===== config.mk =====
export PLATFORM = sky130hd
export DESIGN_NAME = usb_hchan_tracker
export DESIGN_NICKNAME = d
export VERILOG_FILES = /design/src/rtl/usb_hchan_pkg.sv /design/src/rtl/hchan_char_regs.sv /design/src/rtl/hchan_size_regs.sv /design/src/rtl/hchan_ctrl.sv /design/src/rtl/usb_hchan_tracker.sv
export SDC_FILE = /design/constraint.sdc
export NUM_CORES = 1
export LEC_CHECK = 0
export BUFFER_PORTS_ARGS = -buffer_cell sky130_fd_sc_hd__buf_2
export CAP_MARGIN = 20
export CORE_UTILIZATION = 35
export DETAILED_ROUTE_END_ITERATION = 16
export RECOVER_POWER = 50
export SLEW_MARGIN = 20
export SYNTH_ARGS = -nofsm -noshare
export SYNTH_HDL_FRONTEND = slang
export SYNTH_SLANG_ARGS = --single-unit

===== constraint.sdc =====
create_clock -name clk_i -period 5.9 [get_ports clk_i]
set_input_delay 0.295 -clock clk_i [delete_from_list [all_inputs] [get_ports clk_i]]
set_output_delay 0.295 -clock clk_i [all_outputs]
set_load 0.005 [all_outputs]

===== src/rtl/usb_hchan_pkg.sv =====
package usb_hchan_pkg;
  localparam int PID_W  = 2;
  localparam int TYPE_W = 2;
  localparam logic [PID_W-1:0]  PID_DATA0 = 2'd0;
  localparam logic [PID_W-1:0]  PID_DATA1 = 2'd2;
  localparam logic [TYPE_W-1:0] TYPE_ISO  = 2'd1;

  typedef enum logic [1:0] {
    ST_IDLE = 2'd0,
    ST_RUN  = 2'd1,
    ST_STOP = 2'd2
  } ch_state_e;
endpackage


===== src/rtl/hchan_char_regs.sv =====
module hchan_char_regs #(
  parameter int CFG_W    = 27,
  parameter int TYPE_LSB = 16
) (
  input  logic             clk_i,
  input  logic             rst_ni,
  input  logic             wr_i,
  input  logic [CFG_W-1:0] wfield_i,
  input  logic             busy_i,
  output logic [CFG_W-1:0] cfg_o,
  output logic             iso_o
);
  import usb_hchan_pkg::*;

  logic [CFG_W-1:0] cfg_q;

  always_ff @(posedge clk_i or negedge rst_ni) begin
    if (!rst_ni)              cfg_q <= '0;
    else if (wr_i && !busy_i) cfg_q <= wfield_i;
  end

  assign cfg_o = cfg_q;
  assign iso_o = (cfg_q[TYPE_LSB +: TYPE_W] == TYPE_ISO);

  AST_CFG_LOCKED: assert property (@(posedge clk_i) disable iff (!rst_ni)
    busy_i |=> $stable(cfg_q));
endmodule


===== src/rtl/hchan_size_regs.sv =====
module hchan_size_regs #(
  parameter int BYTE_W = 19,
  parameter int PKT_W  = 10,
  parameter int LEN_W  = 11
) (
  input  logic              clk_i,
  input  logic              rst_ni,
  input  logic              wr_i,
  input  logic [BYTE_W-1:0] wbytes_i,
  input  logic [PKT_W-1:0]  wpkts_i,
  input  logic [usb_hchan_pkg::PID_W-1:0] wpid_i,
  input  logic              busy_i,
  input  logic              step_i,
  input  logic [LEN_W-1:0]  len_i,
  input  logic              iso_i,
  output logic [BYTE_W-1:0] bytes_o,
  output logic [PKT_W-1:0]  pkts_o,
  output logic [usb_hchan_pkg::PID_W-1:0] pid_o,
  output logic              pkts_zero_o
);
  import usb_hchan_pkg::*;

  logic [BYTE_W-1:0] bytes_q, len_ext, bytes_nxt;
  logic [PKT_W-1:0]  pkts_q;
  logic [PID_W-1:0]  pid_q, pid_nxt;

  assign len_ext   = BYTE_W'(len_i);
  assign bytes_nxt = (len_ext >= bytes_q) ? '0 : bytes_q - len_ext;

  always_comb begin
    pid_nxt = pid_q;
    if (!iso_i) pid_nxt = (pid_q == PID_DATA1) ? PID_DATA0 : PID_DATA1;
  end

  always_ff @(posedge clk_i or negedge rst_ni) begin
    if (!rst_ni) begin
      bytes_q <= '0;
      pkts_q  <= '0;
      pid_q   <= PID_DATA0;
    end else if (step_i) begin
      bytes_q <= bytes_nxt;
      pkts_q  <= pkts_q - 1'b1;
      pid_q   <= pid_nxt;
    end else if (wr_i && !busy_i) begin
      bytes_q <= wbytes_i;
      pkts_q  <= wpkts_i;
      pid_q   <= wpid_i;
    end
  end

  assign bytes_o     = bytes_q;
  assign pkts_o      = pkts_q;
  assign pid_o       = pid_q;
  assign pkts_zero_o = (pkts_q == '0);

  AST_NO_PKT_UNDERFLOW: assert property (@(posedge clk_i) disable iff (!rst_ni)
    step_i |-> (pkts_q != '0));
  AST_SIZE_LOCKED: assert property (@(posedge clk_i) disable iff (!rst_ni)
    (busy_i && !step_i) |=> $stable({bytes_q, pkts_q, pid_q}));
  AST_PKT_DEC: assert property (@(posedge clk_i) disable iff (!rst_ni)
    step_i |=> (pkts_q == $past(pkts_q) - 1'b1));
  AST_ISO_PID_HOLD: assert property (@(posedge clk_i) disable iff (!rst_ni)
    (step_i && iso_i) |=> $stable(pid_q));
endmodule


===== src/rtl/hchan_ctrl.sv =====
module hchan_ctrl (
  input  logic clk_i,
  input  logic rst_ni,
  input  logic wr_char_i,
  input  logic en_bit_i,
  input  logic pkt_done_i,
  input  logic pkt_busy_i,
  input  logic pkts_zero_i,
  output logic busy_o,
  output logic run_o,
  output logic step_o,
  output logic done_o,
  output logic halt_o
);
  import usb_hchan_pkg::*;

  ch_state_e state_q;
  logic      done_q, halt_q;

  always_ff @(posedge clk_i or negedge rst_ni) begin
    if (!rst_ni) begin
      state_q <= ST_IDLE;
      done_q  <= 1'b0;
      halt_q  <= 1'b0;
    end else begin
      done_q <= 1'b0;
      halt_q <= 1'b0;
      unique case (state_q)
        ST_IDLE: if (wr_char_i && en_bit_i) state_q <= ST_RUN;
        ST_RUN: begin
          if (pkts_zero_i) begin
            state_q <= ST_IDLE;
            done_q  <= 1'b1;
            halt_q  <= 1'b1;
          end else if (wr_char_i && !en_bit_i) begin
            state_q <= ST_STOP;
          end
        end
        ST_STOP: if (!pkt_busy_i) begin
          state_q <= ST_IDLE;
          halt_q  <= 1'b1;
        end
        default: state_q <= ST_IDLE;
      endcase
    end
  end

  assign busy_o = (state_q != ST_IDLE);
  assign run_o  = (state_q == ST_RUN);
  assign step_o = pkt_done_i && busy_o && !pkts_zero_i;
  assign done_o = done_q;
  assign halt_o = halt_q;

  AST_DONE_WITH_HALT: assert property (@(posedge clk_i) disable iff (!rst_ni)
    done_q |-> halt_q);
  AST_DONE_GOES_IDLE: assert property (@(posedge clk_i) disable iff (!rst_ni)
    done_q |-> (state_q == ST_IDLE));
  AST_NO_HALT_FROM_IDLE: assert property (@(posedge clk_i) disable iff (!rst_ni)
    (state_q == ST_IDLE) |=> !halt_q);
  AST_STOP_NO_DONE: assert property (@(posedge clk_i) disable iff (!rst_ni)
    (state_q == ST_STOP) |=> !done_q);
endmodule


===== src/rtl/usb_hchan_tracker.sv =====
module usb_hchan_tracker #(
  parameter int DATA_W = 32,
  parameter int MPS_W  = 11,
  parameter int EP_W   = 4,
  parameter int ADDR_W = 7,
  parameter int BYTE_W = 19,
  parameter int PKT_W  = 10,
  localparam int CFG_W = MPS_W + EP_W + 1 + usb_hchan_pkg::TYPE_W + 1 + ADDR_W + 1
) (
  input  logic              clk_i,
  input  logic              rst_ni,
  input  logic              wr_en_i,
  input  logic              rd_en_i,
  input  logic              addr_i,
  input  logic [DATA_W-1:0] wdata_i,
  output logic [DATA_W-1:0] rdata_o,
  input  logic              pkt_done_i,
  input  logic [MPS_W-1:0]  pkt_len_i,
  input  logic              pkt_busy_i,
  output logic [CFG_W-1:0]  chan_cfg_o,
  output logic              chan_en_o,
  output logic              xfer_done_o,
  output logic              halted_o
);
  import usb_hchan_pkg::*;

  localparam int TYPE_LSB = MPS_W + EP_W + 1;
  localparam int EN_BIT   = DATA_W - 1;
  localparam int PKT_LSB  = BYTE_W;
  localparam int PID_LSB  = BYTE_W + PKT_W;

  logic wr_char, wr_size, busy, run, step, pkts_zero, iso;
  logic [CFG_W-1:0]  cfg;
  logic [BYTE_W-1:0] bytes;
  logic [PKT_W-1:0]  pkts;
  logic [PID_W-1:0]  pid;

  assign wr_char = wr_en_i && !addr_i;
  assign wr_size = wr_en_i &&  addr_i;

  hchan_ctrl u_ctrl (
    .clk_i       (clk_i),
    .rst_ni      (rst_ni),
    .wr_char_i   (wr_char),
    .en_bit_i    (wdata_i[EN_BIT]),
    .pkt_done_i  (pkt_done_i),
    .pkt_busy_i  (pkt_busy_i),
    .pkts_zero_i (pkts_zero),
    .busy_o      (busy),
    .run_o       (run),
    .step_o      (step),
    .done_o      (xfer_done_o),
    .halt_o      (halted_o)
  );

  hchan_char_regs #(.CFG_W(CFG_W), .TYPE_LSB(TYPE_LSB)) u_char (
    .clk_i    (clk_i),
    .rst_ni   (rst_ni),
    .wr_i     (wr_char),
    .wfield_i (wdata_i[CFG_W-1:0]),
    .busy_i   (busy),
    .cfg_o    (cfg),
    .iso_o    (iso)
  );

  hchan_size_regs #(.BYTE_W(BYTE_W), .PKT_W(PKT_W), .LEN_W(MPS_W)) u_size (
    .clk_i       (clk_i),
    .rst_ni      (rst_ni),
    .wr_i        (wr_size),
    .wbytes_i    (wdata_i[BYTE_W-1:0]),
    .wpkts_i     (wdata_i[PKT_LSB +: PKT_W]),
    .wpid_i      (wdata_i[PID_LSB +: PID_W]),
    .busy_i      (busy),
    .step_i      (step),
    .len_i       (pkt_len_i),
    .iso_i       (iso),
    .bytes_o     (bytes),
    .pkts_o      (pkts),
    .pid_o       (pid),
    .pkts_zero_o (pkts_zero)
  );

  always_comb begin
    rdata_o = '0;
    if (rd_en_i) begin
      if (!addr_i) begin
        rdata_o[CFG_W-1:0] = cfg;
        rdata_o[EN_BIT]    = run;
      end else begin
        rdata_o[BYTE_W-1:0]         = bytes;
        rdata_o[PKT_LSB +: PKT_W]   = pkts;
        rdata_o[PID_LSB +: PID_W]   = pid;
      end
    end
  end

  assign chan_cfg_o = cfg;
  assign chan_en_o  = run;

  AST_EN_DROPS_ON_DONE: assert property (@(posedge clk_i) disable iff (!rst_ni)
    xfer_done_o |-> !chan_en_o);
  AST_IDLE_STEP_IGNORED: assert property (@(posedge clk_i) disable iff (!rst_ni)
    (!busy && pkt_done_i) |=> $stable(pkts));
endmodule


==> metrics.csv, run 1 <==
metric,value,unit
outcome,"complete, but fails checks",
violations,"capacitance limit, slew limit",
critPathLaunchType,input pin,
layout-drive-gt1-share,28.6,%
cts_buffer_depth,2,
post-cts-setup-buffer-count,0,
internal_power,1540,uW
hold_path.class,input pin to flip-flop,
fillCellCount,1111,
vias,3520,
start_util,36.4,%
p_comb_share,45.2,%
die-area,11900,sq um
netlist_area,4020,sq um
grt_max_degree,63,
drtAntennaViolNets,0,
pre_cts_slack,2710,ps
coreArea,11000,sq um
viasPerCell,5.24,
wire_per_inst,15.7,um
finalClockSkew,5.93,ps
ys_ff_latch,62,
num-nets-final,593,
async_flop_share,100,%
path_class,input pin to flip-flop,
setup_ws,1760,ps
first_pass_iters,4,
max-vdd-ir-drop,209,uV
io_pins,112,
htree_levels,3,
power.density,511,nW/um^2
switching_share,39.2,%
clk_pin_slew_worst_paths,50,ps
yosysSeqAreaShare,38.6,%
hold_slack,182,ps
row_count,38,
power.leakage,0.00236,uW
cts_tree,done,
drv_cap,2,
dp_hpwl,7.48,mm
p_sw,994,uW
critPathCaptureType,flip-flop,
arrival,4350,ps
finalCriticalPeriod,4140,ps
setup_tns,0,ps
ctsHoldBuffers,0,
drc,0,
synth_edf_count,0,
cp.required,6110,ps
die_h,109,um
pwr-share-seq,32.6,%
drt_wl_total,10.6,mm
grt_pass1_wl,16.6,mm
slew_viol_final,99,
cts_inserted_buffers,9,
synth_flop_cell,dfrtp_1,
grt_setup_unrepaired,no,
synthesis.nets,488,
slew_headroom,-127,%
worst_pin_slew,3410,ps
fmax,0.241,GHz
globalplace.congestion,0.839,
clk_latency,330,ps
cts_resized,0,
grt_pass1_vias,3314,
crit_path_max_fanout,35,
area_delta_synth_final,23.6,%
timing.final.crit_share,70.2,%
port_buffers,111,
r2r_slack,2870,ps
fp.dieW,109,um
antenna_found_initial,0,
final-hold-violation-count,0,
multi_input_area,2280,sq um
setup_viol,0,
yosysUniqueCellTypes,57,
grt_overflow,0,
cts_root_buffer,clkbuf_16,
antenna_cells,0,
grt_usage,18.4,%
ys.warnings.count,0,
regArea,1550,sq um
clock-sinks,62,
drtIter0Drc,130,
netlist_instances,422,
syn_avg_cell_area,9.52,sq um
clkPwrFrac,22.2,%
[final cells by class]
type / count / share of cell area [%]
clock inverters: 6 / 1.74
flip-flops and latches: 62 / 31.3
well taps: 140 / 3.53
clock buffers: 10 / 4.61
inverters: 23 / 1.74
multi-input cells: 317 / 45.9
repair buffers: 114 / 11.2
[worst max-delay path: stages]
cell and delay, ps:
clkbuf_1 1660, nand3_1 1070, nand2_1 790, o21ai_0 200, a221o_1 330
[kinds of logic after synthesis]
family	count (synthesis)	share of synthesized area (%)
AOI/OAI and AO/OA	92	15.4
muxes	56	14.8
adders and majority gates	16	5.17
DFF	62	38.6
xor gates and xnor gates	10	2.18
buffers and inverters	43	4.67
and+or+nand+nor	143	19.1
[through the flow]
| stage | std cells | utilization [%] | instance area, sq um | total power (uW) |
|---|---|---|---|---|
| 2_1_floorplan | 422 | - | 4020 | 1620 |
| 3_3_place_gp | 656 | 42.3 | 4670 | 1960 |
| 3_5_place_dp | 656 | 42.3 | 4670 | 1990 |
| 4_1_cts | 672 | 45.2 | 4980 | 2570 |
| 5_1_grt | 672 | 45.0 | 4960 | 2740 |
| 6_report | 672 | 45.0 | 4960 | 2540 |
[sequential cells by signal, summed over array words and instances (netlist names)]
register,count
u_ctrl.done_o,1
u_ctrl.halt_o,1
u_char.cfg_o,27
u_ctrl.state_q,2
u_size.pkts_o,10
u_size.pid_o,2
u_size.bytes_o,19
[metal layers]
metal,global-route usage (%),wire (um)
met5,0,0
met1,24.2,4910
met3,3.59,549
met2,30.1,4990
met4,6.18,120
[synthesized netlist by cell type (3+ instances only)]
master,instances,area (sq um)
dfrtp_1,62,1550
xor2_1,4,35.0
clkbuf_1,12,45.0
nand2b_1,6,37.5
ha_1,15,188
a22oi_1,3,22.5
o21ai_1,4,20.0
a32oi_1,3,26.3
nand3_1,6,30.0
o21ai_0,28,140
inv_1,23,86.3
or3_1,4,25.0
mux2_2,28,315
a21oi_1,20,100
o21a_1,3,22.5
a221oi_1,3,26.3
mux2i_1,28,280
buf_2,3,15.0
nor3_1,10,50.1
and3_1,7,43.8
buf_6,3,33.8
nor2b_1,32,200
nor2_1,31,116
a221o_1,6,60.1
o311ai_0,3,26.3
a21boi_0,3,22.5
and2_1,3,18.8
nand2_1,27,101
xnor2_1,6,52.6
[cell usage in the layout (no fill, tap or decap), types with 7 or more instances in the layout]
master	synthesis	final
dfrtp_1	62	62
ha_1	15	15
mux2i_1	28	28
mux2_2	28	28
buf_2	3	98
and3_1	7	7
a21oi_1	20	20
nor2_1	31	31
nor2b_1	32	32
nor3_1	10	10
nand2_1	27	27
inv_1	23	23
o21ai_0	28	28
clkbuf_16	0	9
clkbuf_1	12	13
[power groups by stage]
stage / registers [uW] / clock network [uW] / logic, uW
final: 828 / 563 / 1150
after global placement: 820 / 0 / 1140
after CTS: 826 / 575 / 1170
after global routing: 860 / 590 / 1290
after floorplan: 781 / 0 / 834
after detailed placement: 834 / 0 / 1160
[worst paths after layout]
| path | end | depth (start not counted) | startpoint |
|---|---|---|---|
| worst max-delay path | u_size.pkts_o[2] | 5 | addr_i |
| worst min-delay path | u_size.pkts_o[9] | 3 | wdata_i[28] |
| worst max register to register | u_size.pkts_o[3] | 8 | u_size.pkts_o[0] |
| worst min register to register | u_char.cfg_o[11] | 1 | u_char.cfg_o[11] |
| max in group asynchronous | u_size.bytes_o[10] | 2 | rst_ni |
| min in group asynchronous | u_ctrl.done_o | 2 | rst_ni |
Note: power is estimated with default switching activity, not from simulation.
==> run 2: changes to the inputs <==
==> constraint.sdc (replaced) <==
create_clock -name clk_i -period 3.7 [get_ports clk_i]
set_input_delay 0.185 -clock clk_i [delete_from_list [all_inputs] [get_ports clk_i]]
set_output_delay 0.185 -clock clk_i [all_outputs]
set_load 0.005 [all_outputs]
==> metrics.csv, run 2 (synthesis results as in run 1) <==
metric,value,unit,change
final-hold-violation-count,0,,unchanged
power.leakage,0.00236,uW,-0.11%
drtIter0Drc,129,,-0.77%
path_class,input pin to flip-flop,,
timing.final.crit_share,82.5,%,
critPathCaptureType,flip-flop,,
utilization,45.2,%,+0.22 points
hold_path.class,input pin to flip-flop,,
drv_cap,1,,-1
slowest_delay,1120,ps,-540 ps
io_pins,112,,unchanged
fp.dieW,109,um,unchanged
cts_buffer_depth,2,,unchanged
drc,0,,unchanged
drt_wl_total,10.7,mm,+1.0%
crit_path_max_fanout,22,,-37%
power.density,805,nW/um^2,+58%
violations,"capacitance limit, slew limit",,
grt_setup_unrepaired,no,,
cp-endpoint,u_size.bytes_o[16],,
coreArea,11000,sq um,unchanged
cp.depth,8,,+3
num-nets-final,598,,+0.84%
die-area,11900,sq um,unchanged
pre_cts_slack,790,ps,-1920 ps
row_count,38,,unchanged
fmax,0.328,GHz,
arrival,3240,ps,-1110 ps
cts_tree,done,,
fillCellCount,1083,,-2.5%
setup_tns,0,ps,unchanged
grt_usage,18.4,%,+0.021 points
drtAntennaViolNets,0,,unchanged
worstPathCellList,clkbuf_1 -> clkbuf_1 -> and3_1 -> buf_4 -> nor2_1 -> buf_4 -> a21oi_1 -> o211ai_1,,
clk_latency,320,ps,about the same
globalplace.congestion,0.821,,-2.1%
cp_num_buf_inv,4,,+3
wire_per_inst,15.8,um,+0.41%
ctsHoldBuffers,1,,+1
r2r-end,u_size.pkts_o[2],,
grt_pass1_vias,3338,,+0.72%
finalClockSkew,6.28,ps,+0.343 ps
grt_pass1_wl,16.8,mm,+1.0%
die_h,109,um,unchanged
slew_viol_final,35,,-65%
viasPerCell,5.25,,+0.31%
r2r_slack,660,ps,-2210 ps
layout-drive-gt1-share,28.0,%,-0.59 points
post-cts-setup-buffer-count,0,,unchanged
grt_max_degree,35,,-44%
dp_hpwl,7.80,mm,+4.3%
max-vdd-ir-drop,337,uV,+61%
crit_family,buffers and inverters,,
setup_viol,0,,unchanged
hold_slack,79.4,ps,-103 ps
finalCriticalPeriod,3050,ps,
clock-sinks,62,,unchanged
cts_resized,0,,unchanged
r2r-start,u_size.pkts_o[0],,
grt_overflow,0,,unchanged
first_pass_iters,4,,unchanged
outcome,"complete, but fails checks",,
port_buffers,111,,unchanged
worst_pin_slew,1910,ps,-1500 ps
critical_path.startpoint,addr_i,,
critPathLaunchType,input pin,,
antenna_found_initial,0,,unchanged
antenna_cells,0,,unchanged
totalPowerFinal,4020,uW,+58%
clk_pin_slew_worst_paths,50,ps,about the same
cts_inserted_buffers,9,,unchanged
mostFrequentLayoutCell,buf_2,,
start_util,36.4,%,unchanged
vias,3552,,+0.91%
cp.required,3890,ps,-2220 ps
cts_root_buffer,clkbuf_16,,
largest_register_ffs,27,,unchanged
worstRegToRegCells,8,,unchanged
cp_slowest_cell,clkbuf_1,,
htree_levels,3,,unchanged
area_delta_synth_final,24.2,%,
setup_ws,649,ps,-1110 ps
layout_common_cells,"85 x buf_2, 62 x dfrtp_1, 32 x nor2b_1",,
slew_headroom,-27.4,%,+100 points
## run 2: stage by stage
| stage | cell area (sq um) | std cells |
|---|---|---|
| after global routing | 4990 | 676 |
| after floorplan | 4020 | 422 |
| after detailed placement | 4700 | 660 |
| after CTS | 5020 | 676 |
| final | 4990 | 676 |
| after global placement | 4700 | 660 |
## run 2: how the worst min path moves through the flow
stage                     start               end  slack [ps]  cells past startpoint
floorplan                rst_ni   u_char.cfg_o[0]        -110                      0
global route        wdata_i[28]  u_size.pkts_o[9]          80                      3
CTS                 wdata_i[28]  u_size.pkts_o[9]          70                      3
global placement         rst_ni  u_char.cfg_o[23]         320                      1
detailed placement       rst_ni  u_char.cfg_o[23]         320                      1
finish              wdata_i[28]  u_size.pkts_o[9]          80                      3
## run 2: worst reg2reg max path, delay by kind of cell (launching register included)
| family | cells | cell delay (ps) |
|---|---|---|
| and+or+nand+nor | 4 | 1850 |
| AOI/OAI and AO/OA | 2 | 430 |
| DFF | 1 | 400 |
| adders and majority gates | 1 | 190 |
| buffers and inverters | 1 | 100 |
## run 2: area by class of cell
| class | instances | area, sq um | area share [%] |
|---|---|---|---|
| clock buffers | 12 | 267 | 5.34 |
| clock inverters | 3 | 42.5 | 0.853 |
| inverters | 23 | 86.3 | 1.73 |
| multi-input cells | 317 | 2280 | 45.7 |
| flip-flops and latches | 62 | 1550 | 31.1 |
| well taps | 140 | 175 | 3.51 |
| repair buffers | 119 | 588 | 11.8 |
## run 2: where the power goes
group	total [uW]	switching (uW)	leakage (uW)	internal [uW]
sequential	1310	308	0.000746	1010
combinational	1840	971	0.00146	870
clock	863	292	0.000151	571
total	4020	1570	0.00236	2450
## run 2: per-layer routing
metal	wire (um)	global-route usage, %
met1	4940	23.6
met5	0	0
met4	99	3.57
met2	5090	31.7
met3	550	4.06
